### config.mk
export PLATFORM = sky130hd
export DESIGN_NAME = hp_presence_detect
export DESIGN_NICKNAME = d
export VERILOG_FILES = /design/src/rtl/hp_presence_detect.sv
export SDC_FILE = /design/constraint.sdc
export NUM_CORES = 1
export LEC_CHECK = 0
export ABC_AREA = 1
export ABC_CLOCK_PERIOD_IN_PS = 3700
export BUFFER_PORTS_ARGS = -buffer_cell sky130_fd_sc_hd__buf_4
export CORE_MARGIN = 4
export CORE_UTILIZATION = 30
export CTS_CLUSTER_DIAMETER = 40
export DETAILED_ROUTE_END_ITERATION = 10
export PLACE_DENSITY_LB_ADDON = 0.1
export SLEW_MARGIN = 5
export SYNTH_ARGS = -nofsm -noshare
export SYNTH_HDL_FRONTEND = slang
export SYNTH_SLANG_ARGS = --single-unit
export TNS_END_PERCENT = 10
### constraint.sdc
create_clock -name clk -period 3.7 [get_ports clk]
set_input_delay 0.185 -clock clk [delete_from_list [all_inputs] [get_ports clk]]
set_output_delay 0.185 -clock clk [all_outputs]
set_load 0.01 [all_outputs]
### src/rtl/hp_presence_detect.sv
module hp_presence_detect #(
  parameter int CNT_W = 8
) (
  input  logic             clk,
  input  logic             rst_n,
  input  logic             present_raw,
  input  logic [CNT_W-1:0] stable_cycles,
  input  logic             chg_clr,
  input  logic             en_we,
  input  logic [1:0]       en_wdata,
  output logic             pres_state,
  output logic             pres_chg,
  output logic             chg_en,
  output logic             int_en,
  output logic             hp_irq
);

  logic             sync_a, sync_b;
  logic [CNT_W-1:0] hold_cnt;
  logic             differs, accept, chg_next;

  always_ff @(posedge clk) begin
    sync_a <= present_raw;
    sync_b <= sync_a;
  end

  assign differs  = sync_b != pres_state;
  assign accept   = differs && (hold_cnt >= stable_cycles);
  assign chg_next = accept || (pres_chg && !chg_clr);

  always_ff @(posedge clk) begin
    if (!rst_n) begin
      pres_state <= sync_b;
      hold_cnt   <= '0;
    end else if (!differs || accept) begin
      pres_state <= accept ? sync_b : pres_state;
      hold_cnt   <= '0;
    end else begin
      hold_cnt   <= hold_cnt + 1'b1;
    end
  end

  always_ff @(posedge clk) begin
    if (!rst_n) begin
      pres_chg <= 1'b0;
      chg_en   <= 1'b0;
      int_en   <= 1'b0;
      hp_irq   <= 1'b0;
    end else begin
      pres_chg <= chg_next;
      hp_irq   <= chg_next && !pres_chg && chg_en && int_en;
      if (en_we) begin
        chg_en <= en_wdata[0];
        int_en <= en_wdata[1];
      end
    end
  end

endmodule


==> impl_results.md, run 1 <==
* TritonCTS Sinks at 15
* Number of failing setup endpoints in the final timing report at 0
* Insertion delay to the later sink of the worst-skew pair at 0.27 ns
* RSZ-0062 raised after global routing: no
* Worst-path clk slew at 0.08 ns
* Number of diodes at 0
* Worst hold path type: input pin to flop
* Number of buffers created by CTS at 3
* Pre-antenna DRT Iters at 3
* Crit-path most repeated cell: nand2_1
* #FFs+latches synth at 15
* Leakage at 0.489 nW
* TritonCTS clock tree: built
* Fin. max-slew vios at 0
* Achievable frequency at 653 MHz
* Most repeated cell in the gate-level netlist after synthesis: inv_1
* Height of the die at 58.8 microns
* Crit path max fanout at 3
* Number of instances in the synthesized netlist at 96
* Share of post-route cells with drive strength above 1 at 0.242
* Total routed wirelength at 1.36 mm
* Die outline area at 3460 sq um
* Synthesized-area fraction occupied by xor and xnor cells at 0.0452
* Number of violations of the max-capacitance limit at 0
* Antenna Nets Post-Route at 0
* Vias per std cell at 4.27
* Simple-gate share of the synthesized area at 0.249
* Number of synthesized flops with an enable pin at 1
* Start-to-end type of the worst setup path: flop to flop
* Yosys warnings at 0
* Gpl congestion at 0.743
* Initial antenna violation count at 0
* Synth top area cells: dfxtp_1 36%, ha_1 15%, inv_1 9.2%
* Nets in the synthesized netlist at 120
* Wire length of the first global-routing pass at 2.38 mm
* Clock buffer depth at 2
* Avg Inst Size Synth at 8.07 sq um
* Synth cell types at 18
* Floorplan row count at 18
* Routed vias at 641
* Port buffer count at 19
* Largest net degree at the start of global routing at 9
* Synth cell count leaders: 19 x inv_1, 14 x dfxtp_1, 13 x nand2_1, 13 x nor2_1, 9 x ha_1
* Worst slew margin at 0.839
* Worst setup EP type: flop
* Primary FF master, synth: dfxtp_1
* Share of the yosys chip area belonging to registers at 0.401
* Post-synthesis cell type with the largest combined area: dfxtp_1
* Adder-cell share of the synthesized area at 0.145
* Hold violation total from the final report at 0
* Chain of cells forming the critical path: ha_1 -> nand2_1 -> nor2_1 -> nand4_1 -> nand3_1 -> nand2_1 -> nand2_1
* Number of top-level pins at 20
* Post-route clock period utilization at 0.414
* GRT Util Overall at 0.0899
* Slowest CP cell: dfxtp_1
* Core Region at 2480 sq um
* Post-synthesis mux area share at 0
* Slew at the pin closest to its max-slew limit at 0.241 ns
* Yosys top cell area share at 0.362
* CTS H-tree lvls at 1
* Outcome: finished, final reports clean
* Share of the core filled with cells in the final layout at 0.400
* Routed WL per cell at 9.04 microns
* Delay of the slowest cell on the worst path at 0.34 ns
* Main combinational cell family by area after synthesis: simple AND/OR/NAND/NOR gates
* Critical path startpoint category: flop
* Synthesis-to-finish area growth at 27.9%
* HPWL Detailed at 1.13 mm
* CTS resizes at 0
* Starting DRC count in detailed routing at 9
* Post-route minimum period at 1.53 ns
* Pwr per Cell Area at 301 nW/um^2
* Root Buffer Master: clkbuf_4
* Critical path data required time at 3.70 ns
* Critical path data arrival time at 1.53 ns
* Post-synthesis compound-gate area fraction at 0.0679
* Filler cells at 266
* Worst supply voltage drop on vdd at 0.260 mV
* Die Width at 58.8 microns
* Setup_tns at 0 ns
* Worst setup skew after layout at 0.00515 ns
* Cell area after technology mapping at 774 sq um
* Via count of the first global-routing pass at 604
* Async set-or-reset flop fraction in the synthesized netlist at 0
* Post-layout net count at 145
* Initial Util at 0.313
* Global-route congestion overflow total at 0
* Post-CTS Setup Repair Bufs at 0
* Post-detailed-route DRC marker count at 0
==> cell usage in the layout, fill, tap and decap left out, drive strengths merged <==
master,instances
a21o,1
a21oi,6
buf,19
clkbuf,4
dfxtp,14
dlygate4sd3,1
edfxtp,1
ha,9
inv,19
nand2,13
nand3,4
nand4,4
nor2,15
nor3,2
o21ai,3
or2,1
xnor2,2
xor2,2
==> metal layers <==
layer  GRT usage  routed length (microns)
met1       0.108                      643
met2       0.148                      632
met3      0.0395                       71
met4      0.0194                       10
met5           0                        0
==> kinds of logic (layout without fill, tap and decap cells) <==
| logic type | count (synthesis) | in the layout |
|---|---|---|
| compound gates | 10 | 10 |
| xor+xnor | 4 | 4 |
| simple gates | 39 | 39 |
| flops | 15 | 15 |
| fa+ha+maj | 9 | 9 |
| buf+inv | 19 | 43 |
==> report_power, final <==
| group | total, mW | internal [mW] | switching, mW |
|---|---|---|---|
| Sequential | 0.173 | 0.168 | 0.00452 |
| Clock | 0.0880 | 0.0417 | 0.0462 |
| Combinational | 0.0378 | 0.0208 | 0.0170 |
| Total | 0.299 | 0.231 | 0.0677 |
==> repair_timing <==
item / CTS / global route
hold endpoints to repair: 1 / 0
setup endpoints to repair: 0 / 0
hold buffers: 1 / 0
==> registers in the layout, indices dropped and copies added (netlist names) <==
name,flops
chg_en,1
pres_state,1
sync_a,1
int_en,1
hp_irq,1
sync_b,1
pres_chg,1
hold_cnt,8
==> stage by stage <==
stage / instances / power, mW / setup WS, ns / instance area (sq um) / hold WS (ns)
floorplan: 96 / 0.195 / 2.30 / 774 / 0.213
global placement: 145 / 0.213 / 2.14 / 955 / 0.290
detailed placement: 145 / 0.214 / 2.15 / 955 / 0.291
CTS: 150 / 0.307 / 2.14 / 991 / 0.120
global route: 150 / 0.324 / 2.02 / 991 / 0.143
finish: 150 / 0.299 / 2.17 / 991 / 0.134
==> cell type report <==
type	instances	area (sq um)	share of cell area
timing repair buffer	20	153	0.154
tap	30	37.5	0.0379
multi-input combinational	62	393	0.396
inverter	19	71.3	0.0720
clock buffer	4	26.3	0.0265
sequential	15	310	0.313
==> final timing paths <==
path	cells after the start	startpoint	to	slack (ns)
setup / recovery	7	hold_cnt[6]	pres_state	2.17
setup reg to reg	7	hold_cnt[6]	pres_state	2.17
hold / removal	3	en_wdata[1]	int_en	0.13
hold reg to reg	0	sync_a	sync_b	0.33
==> worst max-delay path: cells and delay by family (launching register included) <==
kind | cells | cell delay (ns)
adders and majority gates | 1 | 0.28
DFF | 1 | 0.34
and+or+nand+nor | 6 | 0.64
Note: power is estimated with default switching activity, not from simulation.
==> inputs of run 2 (changes only) <==
- ABC_CLOCK_PERIOD_IN_PS: 3700 -> 1250
- clock period: 3.7 -> 1.25 ns (I/O delays scaled with it)
==> impl_results.md, run 2 (synthesis results as in run 1) <==
* Wire length of the first global-routing pass at 2.91 mm
* Root Buffer Master: clkbuf_4
* Routed vias at 720
* Vias per std cell at 4.36
* Most frequent cells in the layout: 32 x buf_4, 18 x inv_1, 12 x nor2_1, 8 x nand2_1, 8 x dfxtp_1
* Startpoint of the most critical hold path: en_we
* Min setup slack post-route at -0.143 ns
* Setup_tns at -1.06 ns
* Worst slew margin at 0.859
* Die outline area at 3460 sq um
* Total routed wirelength at 1.69 mm
* Worst supply voltage drop on vdd at 0.836 mV
* Global-route congestion overflow total at 0
* Initial antenna violation count at 0
* Post-layout net count at 160
* Pre-CTS setup slack at -0.207 ns
* Number of failing setup endpoints in the final timing report at 11
* Height of the die at 58.8 microns
* Clock buffer depth at 2
* Pre-antenna DRT Iters at 4
* Failing checks: negative setup slack
* GRT Util Overall at 0.112
* Number of flip-flops in the largest register at 8
* Number of top-level pins at 20
* Worst setup EP type: flop
* Via count of the first global-routing pass at 702
* R2r startpoint: hold_cnt[6]
* Number of buffers created by CTS at 3
* Initial Util at 0.313
* Fin. max-slew vios at 0
* Critical path startpoint category: flop
* Leakage at 0.576 nW
* Pwr per Cell Area at 769 nW/um^2
* Start-to-end type of the worst setup path: flop to flop
* Starting DRC count in detailed routing at 11
* HPWL Detailed at 1.30 mm
* Largest net degree at the start of global routing at 9
* Commonest non-fill, non-tap cell in the layout: buf_4
* Crit path max fanout at 2
* Critical path data arrival time at 1.40 ns
* PnR Total Power at 0.942 mW
* Worst setup skew after layout at 0.00249 ns
* Number of violations of the max-capacitance limit at 0
* Hold violation total from the final report at 0
* R2R Path End: pres_state
* Antenna Nets Post-Route at 0
* Floorplan row count at 18
* CTS H-tree lvls at 1
* Worst-path clk slew at 0.09 ns
* Post-route clock period utilization at 1.11
* Area occupied by multi-input gates at 502 sq um
* Die Width at 58.8 microns
* Achievable frequency at 718 MHz
* Synthesis-to-finish area growth at 58.2%
* Outcome: complete, but fails checks
* R2r worst-path depth at 7
* Critical path data required time at 1.26 ns
* Port buffer count at 19
* TritonCTS clock tree: built
* Share of post-route cells with drive strength above 1 at 0.467
* Routed WL per cell at 10.2 microns
* Total cell area at the placement stage at 1050 sq um
* Slack of the worst reg-to-reg path at -0.14 ns
* Top reg by flops: hold_cnt
* Number of diodes at 0
* Filler cells at 253
* TritonCTS Sinks at 15
* Hold Path Depth at 3
* Register area at 318 sq um
* Slew at the pin closest to its max-slew limit at 0.210 ns
* Endpoint with the worst hold slack: int_en
* Post-Layout Inst Area at 1220 sq um
* Worst hold path type: input pin to flop
* Post-route minimum period at 1.39 ns
* Post-detailed-route DRC marker count at 0
* RSZ-0062 raised after global routing: yes
* Insertion delay to the later sink of the worst-skew pair at 0.28 ns
* Core Region at 2480 sq um
* Gpl congestion at 0.698
run 2: cell count changes in the layout (fill, tap and decap cells not counted), moves of 2 or more:
cell	previous run	this run
a21oi_2	0	2
ha_4	0	5
nand2_2	0	4
dfxtp_2	0	6
buf_4	19	32
dfxtp_1	14	8
nand2_1	13	8
a21oi_1	6	4
dlygate4sd3_1	1	3
ha_1	9	4
run 2: stage by stage:
stage	cells	utilization	hold WS, ns
finish	165	0.494	0.0496
global route	165	0.494	0.0419
CTS	165	0.493	0.0380
detailed placement	156	0.424	0.168
global placement	156	0.424	0.168
floorplan	96	-	0.0902
run 2: routing by layer:
| layer | share of wire | routed length [microns] | GRT usage |
|---|---|---|---|
| met1 | 0.44 | 742 | 0.127 |
| met2 | 0.51 | 855 | 0.192 |
| met3 | 0.041 | 69 | 0.0395 |
| met4 | 0.014 | 23 | 0.0388 |
| met5 | 0 | 0 | 0 |
run 2: critical path: stages (launching register included):
cell and delay, ns:
dfxtp_2 0.34, ha_4 0.27, nand2_4 0.05, nor2_4 0.11, nand4_1 0.12, nand3_2 0.11, nand2_2 0.05, nand2_1 0.07
run 2: area by class of cell:
cell class,count,share of cell area
multi-input cells,62,0.410
flip-flops and latches,15,0.259
repair buffers,35,0.221
inverters,19,0.0582
well taps,30,0.0306
clock buffers,4,0.0215
run 2: report_power, final:
part	total (mW)	internal, mW	switching, mW
Sequential	0.509	0.498	0.0108
Combinational	0.160	0.0886	0.0717
Clock	0.273	0.124	0.149
Total	0.942	0.711	0.232
run 2: worst max-delay path by stage:
stage | startpoint | cells past startpoint | end
after global routing | hold_cnt[0] | 11 | pres_state
after global placement | hold_cnt[3] | 8 | hold_cnt[3]
after detailed placement | hold_cnt[3] | 8 | hold_cnt[3]
final | hold_cnt[6] | 7 | pres_state
after CTS | hold_cnt[7] | 7 | pres_state
after floorplan | hold_cnt[5] | 7 | pres_state
run 2: what timing repair did:
| action | 4_1_cts | 5_1_grt |
|---|---|---|
| hold buffers | 3 | 0 |
| setup buffers | 2 | 0 |
| endpoints found under the hold margin | 3 | 0 |
| endpoints found under the setup margin | 11 | 11 |
| resized for setup | 20 | 2 |
| pin swaps | 9 | 1 |
